===== src/rtl/alu_flags_pkg.sv =====
package alu_flags_pkg;
  localparam int DATA_W = 8;
  localparam int NIB_W  = DATA_W / 2;
  localparam int OP_W   = 4;

  localparam int FLG_S  = 7;
  localparam int FLG_Z  = 6;
  localparam int FLG_AC = 4;
  localparam int FLG_P  = 2;
  localparam int FLG_CY = 0;

  typedef enum logic [OP_W-1:0] {
    OP_ADD  = 4'd0,
    OP_ADC  = 4'd1,
    OP_SUB  = 4'd2,
    OP_SBB  = 4'd3,
    OP_AND  = 4'd4,
    OP_OR   = 4'd5,
    OP_XOR  = 4'd6,
    OP_NOT  = 4'd7,
    OP_ROL  = 4'd8,
    OP_ROR  = 4'd9,
    OP_RCL  = 4'd10,
    OP_RCR  = 4'd11,
    OP_SHL  = 4'd12,
    OP_SHR  = 4'd13,
    OP_RSV0 = 4'd14,
    OP_RSV1 = 4'd15
  } op_e;

  typedef struct packed {
    logic s;
    logic z;
    logic ac;
    logic p;
    logic cy;
  } flag_set_t;

  function automatic logic [DATA_W-1:0] pack_flags(input flag_set_t f);
    logic [DATA_W-1:0] v;
    v         = '0;
    v[FLG_S]  = f.s;
    v[FLG_Z]  = f.z;
    v[FLG_AC] = f.ac;
    v[FLG_P]  = f.p;
    v[FLG_CY] = f.cy;
    return v;
  endfunction
endpackage


===== src/rtl/alu_adder.sv =====
module alu_adder
  import alu_flags_pkg::*;
(
  input  logic [DATA_W-1:0] a,
  input  logic [DATA_W-1:0] b,
  input  logic              sub,
  input  logic              use_cy,
  input  logic              cy_in,
  output logic [DATA_W-1:0] sum,
  output logic              cy_out,
  output logic              nib_out
);
  logic [DATA_W-1:0] b_eff;
  logic              cin;
  logic [DATA_W:0]   full;
  logic [NIB_W:0]    low;

  // Subtraction is a + ~b + 1 (or + ~cy with borrow); carries invert to borrows.
  always_comb begin
    b_eff   = sub ? ~b : b;
    cin     = sub ^ (use_cy & cy_in);
    full    = {1'b0, a} + {1'b0, b_eff} + {{DATA_W{1'b0}}, cin};
    low     = {1'b0, a[NIB_W-1:0]} + {1'b0, b_eff[NIB_W-1:0]} + {{NIB_W{1'b0}}, cin};
    sum     = full[DATA_W-1:0];
    cy_out  = full[DATA_W] ^ sub;
    nib_out = low[NIB_W] ^ sub;
  end
endmodule


===== src/rtl/alu_shifter.sv =====
module alu_shifter
  import alu_flags_pkg::*;
(
  input  op_e               op,
  input  logic [DATA_W-1:0] a,
  input  logic              cy_in,
  output logic [DATA_W-1:0] res,
  output logic              cy_out
);
  always_comb begin
    res    = a;
    cy_out = cy_in;
    unique case (op)
      OP_ROL: begin res = {a[DATA_W-2:0], a[DATA_W-1]}; cy_out = a[DATA_W-1]; end
      OP_ROR: begin res = {a[0], a[DATA_W-1:1]};        cy_out = a[0];        end
      OP_RCL: begin res = {a[DATA_W-2:0], cy_in};       cy_out = a[DATA_W-1]; end
      OP_RCR: begin res = {cy_in, a[DATA_W-1:1]};       cy_out = a[0];        end
      OP_SHL: begin res = {a[DATA_W-2:0], 1'b0};        cy_out = a[DATA_W-1]; end
      OP_SHR: begin res = {1'b0, a[DATA_W-1:1]};        cy_out = a[0];        end
      default: ;
    endcase
  end
endmodule


===== src/rtl/alu_exec_unit.sv =====
module alu_exec_unit
  import alu_flags_pkg::*;
(
  input  logic [OP_W-1:0]   op_code,
  input  logic [DATA_W-1:0] acc,
  input  logic [DATA_W-1:0] opnd,
  input  flag_set_t         flags,
  output logic [DATA_W-1:0] res,
  output logic              wr_acc,
  output flag_set_t         new_f,
  output flag_set_t         upd_mask
);
  op_e               op;
  logic              is_sub;
  logic              is_carry_op;
  logic [DATA_W-1:0] add_sum;
  logic              add_cy;
  logic              add_nib;
  logic [DATA_W-1:0] sh_res;
  logic              sh_cy;

  assign op          = op_e'(op_code);
  assign is_sub      = (op == OP_SUB) || (op == OP_SBB);
  assign is_carry_op = (op == OP_ADC) || (op == OP_SBB);

  alu_adder u_add (
    .a       (acc),
    .b       (opnd),
    .sub     (is_sub),
    .use_cy  (is_carry_op),
    .cy_in   (flags.cy),
    .sum     (add_sum),
    .cy_out  (add_cy),
    .nib_out (add_nib)
  );

  alu_shifter u_shf (
    .op     (op),
    .a      (acc),
    .cy_in  (flags.cy),
    .res    (sh_res),
    .cy_out (sh_cy)
  );

  localparam flag_set_t ALL_F  = '{s: 1'b1, z: 1'b1, ac: 1'b1, p: 1'b1, cy: 1'b1};
  localparam flag_set_t SZP_F  = '{s: 1'b1, z: 1'b1, ac: 1'b0, p: 1'b1, cy: 1'b0};
  localparam flag_set_t CY_F   = '{s: 1'b0, z: 1'b0, ac: 1'b0, p: 1'b0, cy: 1'b1};

  always_comb begin
    res      = acc;
    wr_acc   = 1'b1;
    upd_mask = '0;
    new_f    = flags;
    unique case (op)
      OP_ADD, OP_ADC, OP_SUB, OP_SBB: begin
        res = add_sum; new_f.cy = add_cy; new_f.ac = add_nib; upd_mask = ALL_F;
      end
      OP_AND: begin res = acc & opnd; new_f.cy = 1'b0; new_f.ac = 1'b1; upd_mask = ALL_F; end
      OP_OR:  begin res = acc | opnd; new_f.cy = 1'b0; new_f.ac = 1'b0; upd_mask = ALL_F; end
      OP_XOR: begin res = acc ^ opnd; new_f.cy = 1'b0; new_f.ac = 1'b0; upd_mask = ALL_F; end
      OP_NOT: begin res = ~acc; upd_mask = SZP_F; end
      OP_ROL, OP_ROR, OP_RCL, OP_RCR: begin
        res = sh_res; new_f.cy = sh_cy; upd_mask = CY_F;
      end
      OP_SHL, OP_SHR: begin
        res = sh_res; new_f.cy = sh_cy; new_f.ac = 1'b0; upd_mask = ALL_F;
      end
      default: wr_acc = 1'b0;
    endcase
    new_f.s = res[DATA_W-1];
    new_f.z = ~|res;
    new_f.p = ~^res;
  end
endmodule


===== src/rtl/alu_status_reg.sv =====
module alu_status_reg
  import alu_flags_pkg::*;
(
  input  logic              clk,
  input  logic              rst_n,
  input  logic              en,
  input  flag_set_t         upd_mask,
  input  flag_set_t         new_f,
  output flag_set_t         flags_q,
  output logic [DATA_W-1:0] flag_byte
);
  flag_set_t flags_d;

  always_comb begin
    flags_d = flags_q;
    if (en) flags_d = (flags_q & ~upd_mask) | (new_f & upd_mask);
  end

  always_ff @(posedge clk or negedge rst_n) begin
    if (!rst_n) flags_q <= '0;
    else        flags_q <= flags_d;
  end

  assign flag_byte = pack_flags(flags_q);

  // Unused positions in the packed byte never carry a one.
  p_unused_bits_r3: assert property (@(posedge clk) disable iff (!rst_n)
    (flag_byte[5] == 1'b0) && (flag_byte[3] == 1'b0) && (flag_byte[1] == 1'b0));

  // A flag outside the update mask holds across an enabled write.
  p_mask_holds_r9: assert property (@(posedge clk) disable iff (!rst_n)
    (en && !upd_mask.s && !upd_mask.z && !upd_mask.p && !upd_mask.ac) |=>
      ($stable(flags_q.s) && $stable(flags_q.z) && $stable(flags_q.p) && $stable(flags_q.ac)));
endmodule


===== src/rtl/alu_acc_reg.sv =====
module alu_acc_reg
  import alu_flags_pkg::*;
(
  input  logic              clk,
  input  logic              rst_n,
  input  logic              en,
  input  logic [DATA_W-1:0] d,
  output logic [DATA_W-1:0] q
);
  logic [DATA_W-1:0] q_next;

  always_comb q_next = en ? d : q;

  always_ff @(posedge clk or negedge rst_n) begin
    if (!rst_n) q <= '0;
    else        q <= q_next;
  end
endmodule


===== src/rtl/alu_flags_unit.sv =====
module alu_flags_unit
  import alu_flags_pkg::*;
#(
  parameter int RST_SYNC_STAGES = 2
) (
  input  logic              clk,
  input  logic              rst_n,
  input  logic              load_en,
  input  logic [DATA_W-1:0] load_data,
  input  logic              op_valid,
  input  logic [OP_W-1:0]   op_code,
  input  logic [DATA_W-1:0] operand_b,
  output logic [DATA_W-1:0] acc_out,
  output logic [DATA_W-1:0] flags_out
);
  logic [RST_SYNC_STAGES-1:0] rst_pipe;
  logic                       rst_int_n;

  generate
    if (RST_SYNC_STAGES == 1) begin : g_sync1
      always_ff @(posedge clk or negedge rst_n) begin
        if (!rst_n) rst_pipe <= '0;
        else        rst_pipe <= 1'b1;
      end
    end else begin : g_syncn
      always_ff @(posedge clk or negedge rst_n) begin
        if (!rst_n) rst_pipe <= '0;
        else        rst_pipe <= {rst_pipe[RST_SYNC_STAGES-2:0], 1'b1};
      end
    end
  endgenerate
  assign rst_int_n = rst_pipe[RST_SYNC_STAGES-1];

  logic [DATA_W-1:0] acc_q;
  flag_set_t         flags_q;
  logic [DATA_W-1:0] ex_res;
  logic              ex_wr;
  flag_set_t         ex_flags;
  flag_set_t         ex_mask;
  logic              exec_go;
  logic              acc_en;
  logic [DATA_W-1:0] acc_d;

  alu_exec_unit u_exec (
    .op_code  (op_code),
    .acc      (acc_q),
    .opnd     (operand_b),
    .flags    (flags_q),
    .res      (ex_res),
    .wr_acc   (ex_wr),
    .new_f    (ex_flags),
    .upd_mask (ex_mask)
  );

  // Load wins over an operation in the same cycle.
  always_comb begin
    exec_go = op_valid && !load_en;
    acc_en  = load_en || (exec_go && ex_wr);
    acc_d   = load_en ? load_data : ex_res;
  end

  alu_acc_reg u_acc (
    .clk   (clk),
    .rst_n (rst_int_n),
    .en    (acc_en),
    .d     (acc_d),
    .q     (acc_q)
  );

  alu_status_reg u_flg (
    .clk       (clk),
    .rst_n     (rst_int_n),
    .en        (exec_go),
    .upd_mask  (ex_mask),
    .new_f     (ex_flags),
    .flags_q   (flags_q),
    .flag_byte (flags_out)
  );

  assign acc_out = acc_q;

  logic is_rot, is_logic, is_szp, is_rsv;
  always_comb begin
    is_rot   = (op_code >= 4'd8) && (op_code <= 4'd11);
    is_logic = (op_code >= 4'd4) && (op_code <= 4'd6);
    is_rsv   = (op_code >= 4'd14);
    is_szp   = !is_rot && !is_rsv;
  end

  p_load_value_r2: assert property (@(posedge clk) disable iff (!rst_int_n)
    load_en |=> (acc_out == $past(load_data)));

  p_load_keeps_flags_r2: assert property (@(posedge clk) disable iff (!rst_int_n)
    load_en |=> $stable(flags_out));

  p_idle_no_change_r11: assert property (@(posedge clk) disable iff (!rst_int_n)
    (!load_en && (!op_valid || is_rsv)) |=> ($stable(acc_out) && $stable(flags_out)));

  p_rotate_keeps_r9: assert property (@(posedge clk) disable iff (!rst_int_n)
    (op_valid && !load_en && is_rot) |=>
      ($stable(flags_out[FLG_S]) && $stable(flags_out[FLG_Z]) &&
       $stable(flags_out[FLG_P]) && $stable(flags_out[FLG_AC])));

  p_zero_flag_r4: assert property (@(posedge clk) disable iff (!rst_int_n)
    (op_valid && !load_en && is_szp) |=> (flags_out[FLG_Z] == (acc_out == '0)));

  p_parity_flag_r4: assert property (@(posedge clk) disable iff (!rst_int_n)
    (op_valid && !load_en && is_szp) |=> (flags_out[FLG_P] == ~^acc_out));

  p_sign_flag_r4: assert property (@(posedge clk) disable iff (!rst_int_n)
    (op_valid && !load_en && is_szp) |=> (flags_out[FLG_S] == acc_out[DATA_W-1]));

  p_logic_clears_cy_r7: assert property (@(posedge clk) disable iff (!rst_int_n)
    (op_valid && !load_en && is_logic) |=> (flags_out[FLG_CY] == 1'b0));
endmodule


===== config.mk =====
export PLATFORM = sky130hd
export DESIGN_NAME = alu_flags_unit
export DESIGN_NICKNAME = d
export VERILOG_FILES = /design/src/rtl/alu_flags_pkg.sv /design/src/rtl/alu_adder.sv /design/src/rtl/alu_shifter.sv /design/src/rtl/alu_exec_unit.sv /design/src/rtl/alu_status_reg.sv /design/src/rtl/alu_acc_reg.sv /design/src/rtl/alu_flags_unit.sv
export SDC_FILE = /design/constraint.sdc
export NUM_CORES = 1
export LEC_CHECK = 0
export BUFFER_PORTS_ARGS = -buffer_cell sky130_fd_sc_hd__buf_2
export CORE_ASPECT_RATIO = 0.6
export CORE_UTILIZATION = 43
export DETAILED_ROUTE_END_ITERATION = 12
export SKIP_LAST_GASP = 1
export SYNTH_ARGS = -nofsm -noshare
export SYNTH_HDL_FRONTEND = slang
export SYNTH_SLANG_ARGS = --single-unit

===== constraint.sdc =====
create_clock -name clk -period 0.81 [get_ports clk]
set_input_delay 0.081 -clock clk [delete_from_list [all_inputs] [get_ports clk]]
set_output_delay 0.081 -clock clk [all_outputs]
set_load 0.05 [all_outputs]

== Word-level counts from Yosys, hierarchy flattened ==
Index checks and enable logic that the tools add are counted.

* Register bits after elaboration: 15
* Bits in latches: 0
* RAM bits: 0
* Memory bits (read-only): 0
* Word-level logic and storage cells: 65
* Memories: 0

* Add/sub/neg operators: 4
* Multipliers: 0
* Divide/modulo/power cells: 0
* Magnitude comparators: 0
* Equality and inequality tests: 13
* Shift-type cells: 0
* Muxes and demuxes: 9
* Bitwise gates (word level): 13
* Reductions and logical operators: 19

{| class="wikitable"
|+ Operators with widths
! kind !! count
|-
| 8-bit case mux with 6 select lines || 2
|-
| 4-bit == test (second input constant) || 6
|-
| 4-bit by 3-bit == test with 1-bit output (second input constant) || 4
|-
| 8-bit two-way mux || 2
|-
| 8-bit inverter || 2
|-
| 5-bit case mux with 3 select lines || 1
|-
| 14-bit OR reduction || 1
|-
| 4-bit OR reduction || 3
|-
| 5-bit bitwise AND || 2
|-
| 8-bit by 8-bit adder with 9-bit output || 1
|-
| 9-bit by 1-bit adder with 9-bit output || 1
|-
| 3-bit OR reduction || 3
|-
| 9-bit OR reduction || 1
|-
| 8-bit bitwise AND || 1
|-
| 4-bit by 2-bit == test with 1-bit output (second input constant) || 2
|-
| 8-bit bitwise OR || 1
|-
| 8-bit OR reduction || 1
|-
| 8-bit XNOR reduction || 1
|-
| 8-bit XOR || 1
|-
| 1-bit case mux with 3 select lines || 2
|-
| 6-bit OR reduction || 1
|-
| 4-bit by 4-bit adder with 5-bit output || 1
|-
| 5-bit by 1-bit adder with 5-bit output || 1
|-
| 5-bit inverter || 1
|-
| other kinds (10) || 16
|}

== Depth between registers and ports, before layout ==
Gate-level depths: netlist of run 1.

* Word-level depth: 10
* Gate-level depth with buffers: 17

== Hierarchy ==
Synthesis of run 1 repeated with hierarchy kept, for this count alone.

* Cells, all modules: 308
* Area total of the unflattened synthesis: 2670.1 um^2

{| class="wikitable"
|+ Modules (own cells, without submodules)
! module !! times used !! cells each !! area an instance (um^2) !! seq. area each (um^2)
|-
| alu_exec_unit || 1 || 159 || 1117.3 || 0.0
|-
| alu_adder || 1 || 58 || 471.7 || 0.0
|-
| alu_acc_reg || 1 || 17 || 331.6 || 200.2
|-
| alu_status_reg || 1 || 24 || 282.8 || 125.1
|-
| alu_shifter || 1 || 36 || 264.0 || 0.0
|-
| alu_flags_unit || 1 || 14 || 202.7 || 50.0
|}

== Worst setup path after synthesis of run 1 ==
OpenSTA, ideal clock, no wires.

* Path type: input port to flip-flop
* Start: in op_code[3]
* End: reg (tool-made name)
* Arrival: 3239 ps
* Data required time: 685 ps
* Setup slack: -2554 ps
* Stages on the path: 17
* Path buffers: 2
* Cell sequence: buf_2 -> nor2_1 -> and2_1 -> buf_2 -> xnor2_1 -> fa_1 -> inv_1 -> fa_1 -> nor2b_1 -> o2111a_1 -> nor4b_1 -> o21a_1 -> o22ai_1 -> ha_1 -> xnor2_1 -> xnor2_1 -> mux2_2

{| class="wikitable"
|+ RTL lines
! item !! RTL line !! RTL
|-
| start: declaration || alu_flags_unit.sv:11 || <nowiki>input logic [OP_W-1:0] op_code,</nowiki>
|}

==> results of run 1 <==
[final cells by class]
cell class              count  area (um2)  area share [%]
inverters                  24        90.1            2.63
clock buffers               3        41.3            1.21
clock inverters             1        5.00           0.146
multi-input cells         223        1820            53.2
repair buffers            127        1010            29.4
well taps                  63        78.8            2.30
flip-flops and latches     15         379            11.1
[cells in the final DEF, fill, tap and decap left out, types with 5 or more instances in the layout]
master / n
o21ai_0: 14
buf_8: 5
a21oi_1: 10
buf_6: 16
mux2i_1: 12
o22ai_1: 6
nor2_1: 8
buf_2: 23
nand2_1: 19
o21ai_1: 5
nand2b_1: 5
nor2b_1: 9
xnor2_1: 9
inv_1: 23
nand3_1: 5
ha_1: 26
buf_4: 81
dfrtp_1: 12
[power by group through the flow]
stage	Clock [mW]	Combinational (mW)	Sequential (mW)
after detailed placement	0	3.09	0.968
after global placement	0	3.01	0.963
final	0.623	3.73	0.975
after CTS	0.624	3.45	0.974
after global routing	0.660	3.97	0.978
after floorplan	0	1.57	1.37
[cells by family (layout without fill, tap and decap cells)]
group	after synthesis	in the layout	synth area share, %
AO/OA/AOI/OAI	82	82	25.2
XOR/XNOR	13	13	5.15
adder cells (fa/ha/maj)	29	29	17.1
buffers and inverters	42	155	8.77
flip-flops	15	15	17.0
multiplexers	15	15	6.96
other	2	4	0.340
AND/OR/NAND/NOR	80	80	19.5
[critical path, cell delays in order, from the launching register on]
cell	delay, ps
dfrtp_1	380
nand2_1	70
xor2_1	150
nor2_1	90
fa_2	410
inv_2	80
fa_2	210
nor2b_2	60
o21a_1	210
or3_1	330
a31oi_1	180
a21o_1	120
ha_1	260
xnor2_2	150
xnor2_1	120
mux2_2	250
[layer usage]
layer	part of all wire (%)	vias to the layer above
li1	-	1235
met1	45	1239
met2	44	127
met3	9.8	16
met4	1.4	0
met5	0	-
[metrics by stage]
stage	util (%)	std cells	setup TNS [ps]	instance area, um2
after floorplan	-	280	-17870	2320
after global placement	64.5	444	-20550	3070
after detailed placement	64.5	444	-21200	3070
after CTS	69.9	452	-22490	3330
after global routing	72.0	456	-26100	3420
final	72.0	456	-24240	3420
[path summary, 6_finish.rpt]
kind / end / cells after the start / from / slack [ps]
max: flop / 15 / flop / -2360
min: u_acc.q[0]$_DFFE_PN0P_ / 3 / load_data[0] / 40
max reg2reg: flop / 15 / flop / -2360
min reg2reg: asynchronous set/reset pin / 1 / rst_pipe[1]$_DFF_PN0_ / 180
max in group asynchronous: u_acc.q[4]$_DFFE_PN0P_ / 1 / rst_pipe[1]$_DFF_PN0_ / 440
min in group asynchronous: rst_pipe[0]$_DFF_PN0_ / 2 / rst_n / 130
[timing repair]
action                                  in CTS  in global routing
endpoints found under the setup margin      26                 26
setup buffers                                4                  7
pin swaps                                   17                 19
hold buffers                                 1                  0
hold endpoints to repair                     2                  0
gates resized for setup                     48                 15
==> qor.txt, run 1 <==
status = complete, but fails checks
failing checks = setup timing
CP Class = flop to flop
Post-synth EDFFs = 0
routability cong. = 0.910
root buf cell = clkbuf_8
CTS tree = done
Antenna Violating Nets Remaining = 0
DR pass1 iterations = 5
Setup Viol. Count Final = 26
Crit Path Max Fanout = 3
async set-reset flop share out of synthesis = 100%
Synth top cells by count = ha_1, inv_1, nand2_1
Internal Power = 2.99 mW
total track usage = 30.3%
switching power = 2.34 mW
drt drc = 0
Max Buffers Root-to-Sink = 2
Clk Latency, worst-skew pair = 250 ps
switching fraction of total power = 44.0%
I/O pin total = 40
met2 GRT Util = 46.8%
DRT iter0 DRCs = 183
Yosys warning total = 0
largest net degree at the start of global routing = 33
clock period minus worst slack = 3170 ps
GR Util met1 = 43.4%
pre-CTS WS = -2310 ps
CTS sink cnt = 15
sequential power share = 18.3%
fin worst setup slack = -2360 ps
RSZ-0062 raised after global routing = true
Yosys top cell area share = 17.0%
grt met3 use = 9.07%
Critical Path RT = 950 ps
initial antenna violation count = 0
Starting Density = 46.5%
Synth area leader = dfrtp_1
vias in the first global route = 2436
Leak Pwr = 1.66 nW
drt wl/cell = 17.9 um
clock-pin slew on the worst setup and hold paths = 70 ps
Post-Syn Instances = 278
net count reported at finish = 447
IO Port Bufs = 36
post-synthesis instance area = 0.00221 mm2
Yosys cell types = 57
final wirelength = 8170 um
Seq/Total Area, Yosys = 17.0%
die area = 0.00544 mm2
ys flop type = dfrtp_1
die height = 57.5 um
via count = 2617
busiest grt layer = met2
number of H-tree levels = 1
startpoint types = flop
worst vdd ir = 0.00104 V
most frequent cell after synthesis = ha_1
Detail Placement HPWL = 6310 um
row cnt = 19
Comb pwr share = 70.0%
Syn Area/Cell = 7.95 um2
worst endpoint data arrival time = 3310 ps
GRT overflow = 0
power after layout = 5.33 mW
Core ar. = 0.00475 mm2
clock power share = 11.7%
Fin Clk Skew = 4.80 ps
Max Slew Vio Count = 0
die width = 94.6 um
fillcell total = 391
Vias/cell = 5.74
Hold Crit Class = input port to flop
Max-Cap Viols = 0
Fmax = 315 MHz
post-synthesis register bit count = 15
n_diodes = 0
Inserted Clock Buffers = 3
Final period util = 392%
area grow syn2layout = 54.9%
Synth area leaders = dfrtp_1, ha_1, mux2i_1
hold_ws = 37.6 ps
global-route wire length before repair = 12400 um
critical path endpoint category = flop
share of layout cells above drive strength 1 = 42.7%
Power per Cell Area = 1560 mW/mm2
Final Hold Fails = 0
Note: power is estimated with default switching activity, not from simulation.
==> run 2: changes to the inputs <==
--- a/config.mk
+++ b/config.mk
@@ -9,6 +9,7 @@
 export CORE_ASPECT_RATIO = 0.6
 export CORE_UTILIZATION = 43
 export DETAILED_ROUTE_END_ITERATION = 12
+export PLACE_DENSITY_LB_ADDON = 0.2
 export SKIP_LAST_GASP = 1
 export SYNTH_ARGS = -nofsm -noshare
 export SYNTH_HDL_FRONTEND = slang
==> run 2 against run 1 <==
Compared with the run above: the run still ends with setup timing left; clock skew down 2.0 ps; clock power grew 1%; power grew 1.0%; sequential power rose by 0.5%; cell count rose by 1.8%; critical path depth is the same; largest power group unchanged; sequential share of layout area about the same.
==> qor.txt, run 2 (synthesis gave the netlist of run 1 again) <==
switching fraction of total power = 43.3% (-0.62 points)
Comb pwr share = 70.1% (about the same)
vias in the first global route = 2462 (+1.1%)
Max Buffers Root-to-Sink = 2 (unchanged)
Internal Power = 3.05 mW (+2.1%)
Setup Viol. Count Final = 26 (unchanged)
clock period minus worst slack = 3170 ps (-2.94 ps)
most common cell after layout, fill and taps aside = buf_4
die width = 94.6 um (unchanged)
Final period util = 391% (about the same)
initial antenna violation count = 0 (unchanged)
switching power = 2.33 mW (-0.40%)
failing checks = setup timing
Max Slew Vio Count = 0 (unchanged)
Leak Pwr = 1.68 nW (+1.4%)
fillcell total = 359 (-8.2%)
drt drc = 0 (unchanged)
DR pass1 iterations = 6 (+1)
worst endpoint data arrival time = 3310 ps (about the same)
Fin Clk Skew = 2.81 ps (-1.99 ps)
Largest stage delay, worst path = 400 ps (about the same)
sequential power share = 18.2% (about the same)
slowest stage cell, crit path = fa_2
Antenna Violating Nets Remaining = 0 (unchanged)
CP cell instances = nand2_1, xor2_1, nor2_2, fa_2, inv_2, fa_2, nor2b_2, o2111a_2, o21ba_2, o21a_1, o22ai_1, ha_1, xnor2_2, xnor2_1, mux2_2
Starting Density = 46.5% (unchanged)
IO Port Bufs = 36 (unchanged)
WP buf/inv = 1 (unchanged)
clock power share = 11.7% (about the same)
root buf cell = clkbuf_8
beginning of the worst hold path = load_data[4]
fin worst setup slack = -2360 ps (+2.94 ps)
Max-Cap Viols = 0 (unchanged)
Detail Placement HPWL = 6010 um (-4.8%)
cell family with most CP delay = adder cells
Vias/cell = 5.61 (-2.2%)
routability cong. = 0.953 (+4.6%)
RSZ-0062 raised after global routing = true
worst vdd ir = 0.000977 V (-6.1%)
critical path endpoint category = flop
global-route wire length before repair = 12400 um (+0.11%)
row cnt = 19 (unchanged)
total track usage = 30.6% (+0.31 points)
n_diodes = 0 (unchanged)
Inserted Clock Buffers = 3 (unchanged)
post-route core utilization = 72.7% (+0.68 points)
largest net degree at the start of global routing = 33 (unchanged)
number of H-tree levels = 1 (unchanged)
DRT iter0 DRCs = 226 (+23%)
Final Hold Fails = 0 (unchanged)
die height = 57.5 um (unchanged)
Core ar. = 0.00475 mm2 (unchanged)
area grow syn2layout = 56.4%
Clk Latency, worst-skew pair = 250 ps (about the same)
hold_ws = 48.5 ps (+10.9 ps)
CP Class = flop to flop
Critical Path RT = 950 ps (about the same)
GRT overflow = 0 (unchanged)
Crit Path Max Fanout = 3 (unchanged)
clock-pin slew on the worst setup and hold paths = 70 ps (about the same)
via count = 2605 (-0.46%)
CTS sink cnt = 15 (unchanged)
drt wl/cell = 17.0 um (-4.9%)
most frequent cells in the layout = buf_4, ha_1, inv_1, buf_2, nand2_1
share of layout cells above drive strength 1 = 43.4% (+0.64 points)
status = complete, but fails checks
CP dominant cell by count = fa_2
net count reported at finish = 455 (+1.8%)
die area = 0.00544 mm2 (unchanged)
Hold Crit Class = input port to flop
I/O pin total = 40 (unchanged)
startpoint types = flop
CTS tree = done
final wirelength = 7900 um (-3.3%)
Power per Cell Area = 1560 mW/mm2 (about the same)
Fmax = 315 MHz (about the same)
-- run 2: changes by cell type in the layout (fill, tap and decap cells not counted), sizes merged --
| cell | before | now |
|---|---|---|
| buf | 126 | 134 |
-- run 2: layout make-up --
class | instances | area (um2) | area share (%)
Clock buffer | 3 | 41.3 | 1.19
Clock inverter | 1 | 5.00 | 0.145
Inverter | 24 | 90.1 | 2.61
Tap cell | 63 | 78.8 | 2.28
Multi-Input combinational cell | 223 | 1790 | 51.9
Timing Repair Buffer | 135 | 1070 | 30.9
Sequential cell | 15 | 382 | 11.0
-- run 2: final timing paths --
check | endpoint | slack (ps) | cells after the start
min | u_acc.q[4]$_DFFE_PN0P_ | 50 | 3
max | flop | -2360 | 15
min reg2reg | asynchronous set/reset pin | 180 | 1
max in group asynchronous | u_acc.q[6]$_DFFE_PN0P_ | 440 | 1
max reg2reg | flop | -2360 | 15
min in group asynchronous | rst_pipe[0]$_DFF_PN0_ | 140 | 2
-- run 2: per-layer routing --
layer | track usage (%) | wire length (um) | vias up
li1 | - | - | 1257
met1 | 43.5 | 3560 | 1185
met2 | 46.1 | 3280 | 153
met3 | 9.87 | 982 | 10
met4 | 5.19 | 79 | 0
met5 | 0 | 0 | -
-- run 2: power by group through the flow --
stage / Clock, mW / Combinational (mW) / Sequential [mW]
2_1_floorplan: 0 / 1.57 / 1.37
3_3_place_gp: 0 / 3.03 / 0.968
3_5_place_dp: 0 / 3.08 / 0.969
4_1_cts: 0.629 / 3.50 / 0.977
5_1_grt: 0.672 / 4.02 / 0.987
6_report: 0.632 / 3.77 / 0.980
-- run 2: repair_timing --
item                                    CTS  global route
endpoints found under the hold margin     2             0
gates resized for setup                  47            21
endpoints found under the setup margin   26            26
hold buffers                              1             0
setup buffers                             9            12
pin swaps                                17            16
-- run 2: worst register-to-register path, cell delays in order (launching register included) --
cell      delay, ps
dfrtp_1         380
nand2_1          80
xor2_1          190
nor2_2           80
fa_2            400
inv_2            60
fa_2            190
nor2b_2          50
o2111a_2        270
o21ba_2         200
o21a_1          190
o22ai_1         150
ha_1            290
xnor2_2         140
xnor2_1         120
mux2_2          260
-- run 2: per-stage QoR --
stage | worst slack, ps | std cells | power (mW) | instance area, um2 | TNS (ps)
floorplan | -2220 | 280 | 2.94 | 2320 | -17870
global placement | -2230 | 445 | 4.00 | 3060 | -20500
detailed placement | -2300 | 445 | 4.05 | 3060 | -21050
CTS | -2250 | 459 | 5.11 | 3360 | -22830
global route | -2450 | 464 | 5.68 | 3460 | -25690
finish | -2360 | 464 | 5.38 | 3460 | -24260
==> run 3: changes to the inputs <==
--- a/config.mk
+++ b/config.mk
@@ -9,8 +9,8 @@
 export CORE_ASPECT_RATIO = 0.6
 export CORE_UTILIZATION = 43
 export DETAILED_ROUTE_END_ITERATION = 12
-export PLACE_DENSITY_LB_ADDON = 0.2
 export SKIP_LAST_GASP = 1
 export SYNTH_ARGS = -nofsm -noshare
 export SYNTH_HDL_FRONTEND = slang
 export SYNTH_SLANG_ARGS = --single-unit
+export TNS_END_PERCENT = 10
==> run 3 against run 2 <==
Compared with the run above: the flow still finishes with violations (setup timing); sequential share of layout area up 0.91 points; power down 10%; non-clock buffer count down 10; setup slack better by 12 ps; cell count down 2.2%; clock-buffer cell count up 1; first-iteration DRC count down 9.7%; worst hold slack worse by 13 ps; wire length down 2.8%; die area unchanged; sequential power down 2.9%; utilization down 6.4 points; largest cell class unchanged; largest power group unchanged; highest routed layer unchanged.
==> qor.txt, run 3 (synthesis gave the netlist of run 1 again) <==
status = complete, but fails checks
failing checks = setup timing
vias in the first global route = 2467 (+0.20%)
net count reported at finish = 445 (-2.2%)
die area = 0.00544 mm2 (unchanged)
die width = 94.6 um (unchanged)
area grow syn2layout = 42.6%
Clk Latency, worst-skew pair = 250 ps (about the same)
I/O pin total = 40 (unchanged)
drt drc = 0 (unchanged)
routability cong. = 0.983 (+3.2%)
startpoint types = flop
worst endpoint data arrival time = 3300 ps (about the same)
CTS tree = done
share of layout cells above drive strength 1 = 37.1% (-6.3 points)
CTS sink cnt = 15 (unchanged)
pre-CTS WS = -2320 ps (-24.6 ps)
Starting Density = 46.5% (unchanged)
CP cell instances = nand2_1, xor2_1, nor2_1, fa_2, inv_2, fa_2, nor2b_2, o2111a_2, nor4b_2, o21a_1, o22ai_2, ha_4, xnor2_2, xnor2_1, mux2_2
IO Port Bufs = 36 (unchanged)
Max Buffers Root-to-Sink = 2 (unchanged)
Final Hold Fails = 0 (unchanged)
Core ar. = 0.00475 mm2 (unchanged)
drt wl/cell = 16.9 um (-0.62%)
worst vdd ir = 0.00101 V (+3.3%)
Final period util = 390% (-1.4 points)
Critical Path RT = 950 ps (about the same)
Setup Viol. Count Final = 26 (unchanged)
Max Slew Vio Count = 0 (unchanged)
Hold Crit Class = input port to flop
DRT iter0 DRCs = 204 (-9.7%)
multi-input logic area = 0.00171 mm2 (-4.5%)
most frequent cells in the layout = buf_4, buf_2, ha_1, inv_1, nand2_1
Inserted Clock Buffers = 3 (unchanged)
die height = 57.5 um (unchanged)
fin worst setup slack = -2350 ps (+11.7 ps)
most common cell after layout, fill and taps aside = buf_4
CP dominant cell by count = fa_2
Power per Cell Area = 1540 mW/mm2 (-1.4%)
Layout Cells excl Fill = 454 (-2.2%)
FF+latch area = 377 um2 (-1.3%)
clock-pin slew on the worst setup and hold paths = 60 ps (about the same)
Max-Cap Viols = 0 (unchanged)
via count = 2639 (+1.3%)
setup TNS = -24980 ps (-728 ps)
post-route core utilization = 66.3% (-6.4 points)
Fin Clk Skew = 2.26 ps (-0.553 ps)
number of H-tree levels = 1 (unchanged)
power after layout = 4.84 mW (-10%)
CP Class = flop to flop
root buf cell = clkbuf_8
critical path endpoint category = flop
Hold Crit Depth = 3 (unchanged)
placed cell count = 448 (+0.67%)
slowest stage cell, crit path = fa_2
DR pass1 iterations = 5 (-1)
Fmax = 317 MHz (+0.37%)
global-route wire length before repair = 12400 um (-0.61%)
Worst Reg-to-Reg Cells = 15 (unchanged)
WP depth = 15 (unchanged)
WP buf/inv = 1 (unchanged)
largest net degree at the start of global routing = 33 (unchanged)
initial antenna violation count = 0 (unchanged)
cell family with most CP delay = adder cells
Vias/cell = 5.81 (+3.5%)
RSZ-0062 raised after global routing = true
Largest stage delay, worst path = 400 ps (about the same)
total track usage = 30.3% (-0.31 points)
Antenna Violating Nets Remaining = 0 (unchanged)
Leak Pwr = 1.57 nW (-6.7%)
n_diodes = 0 (unchanged)
Crit Path Max Fanout = 3 (unchanged)
Detail Placement HPWL = 6210 um (+3.4%)
GRT overflow = 0 (unchanged)
clock period minus worst slack = 3160 ps (-11.7 ps)
final wirelength = 7690 um (-2.8%)
row cnt = 19 (unchanged)
fillcell total = 439 (+22%)
-- run 3: cell count changes in the layout (fill, tap and decap cells not counted), moves of 2 or more --
cell / change
nand3_2: -2
a21oi_1: +3
buf_6: -15
buf_2: +13
o21ai_1: -4
o21ai_0: +4
nand3_1: +3
nor3_2: -2
a21oi_2: -3
dfrtp_2: -4
buf_8: -7
dfrtp_1: +4
nor3_1: +3
-- run 3: path summary, 6_finish.rpt --
kind | start | to | slack (ps)
min reg2reg | rst_pipe[1]$_DFF_PN0_ | u_acc.q[3]$_DFFE_PN0P_ | 190
min in group asynchronous | rst_n | rst_pipe[0]$_DFF_PN0_ | 140
max in group asynchronous | rst_pipe[1]$_DFF_PN0_ | u_acc.q[0]$_DFFE_PN0P_ | 440
max | flop | flop | -2350
max reg2reg | flop | flop | -2350
min | load_data[4] | u_acc.q[4]$_DFFE_PN0P_ | 40
-- run 3: where the power goes --
part | total [mW] | internal, mW | switching, mW
logic | 3.25 | 1.47 | 1.79
clock network | 0.636 | 0.349 | 0.287
registers | 0.952 | 0.867 | 0.0849
total | 4.84 | 2.68 | 2.16
-- run 3: metrics by stage --
step	hold slack, ps	area (um2)
after floorplan	-215	2260
after global routing	50.8	3150
after CTS	34.2	3120
after detailed placement	-126	3050
final	35.0	3150
after global placement	-133	3050
-- run 3: cell type report --
cell class              count  area share (%)
multi-input cells         223            54.3
repair buffers            125            27.0
flip-flops and latches     15            11.9
inverters                  24            2.86
well taps                  63            2.50
clock buffers               4            1.43
-- run 3: routing by layer --
| metal | global-route usage (%) | up-vias | wire length [um] |
|---|---|---|---|
| met5 | 0 | - | 0 |
| met4 | 10.4 | 0 | 210 |
| met3 | 6.00 | 20 | 770 |
| met2 | 44.9 | 150 | 3180 |
| met1 | 43.8 | 1238 | 3520 |
| li1 | - | 1231 | - |
-- run 3: repair_timing --
action,CTS,global route
hold buffers,1,0
endpoints found under the setup margin,26,26
resized for setup,2,4
buffers inserted,1,0
pin swaps,4,10
hold endpoints to repair,2,0
-- run 3: tightest hold or removal path, cell delays in order --
cell and delay, ps:
buf_2 70, nand2_1 40, o221ai_1 50
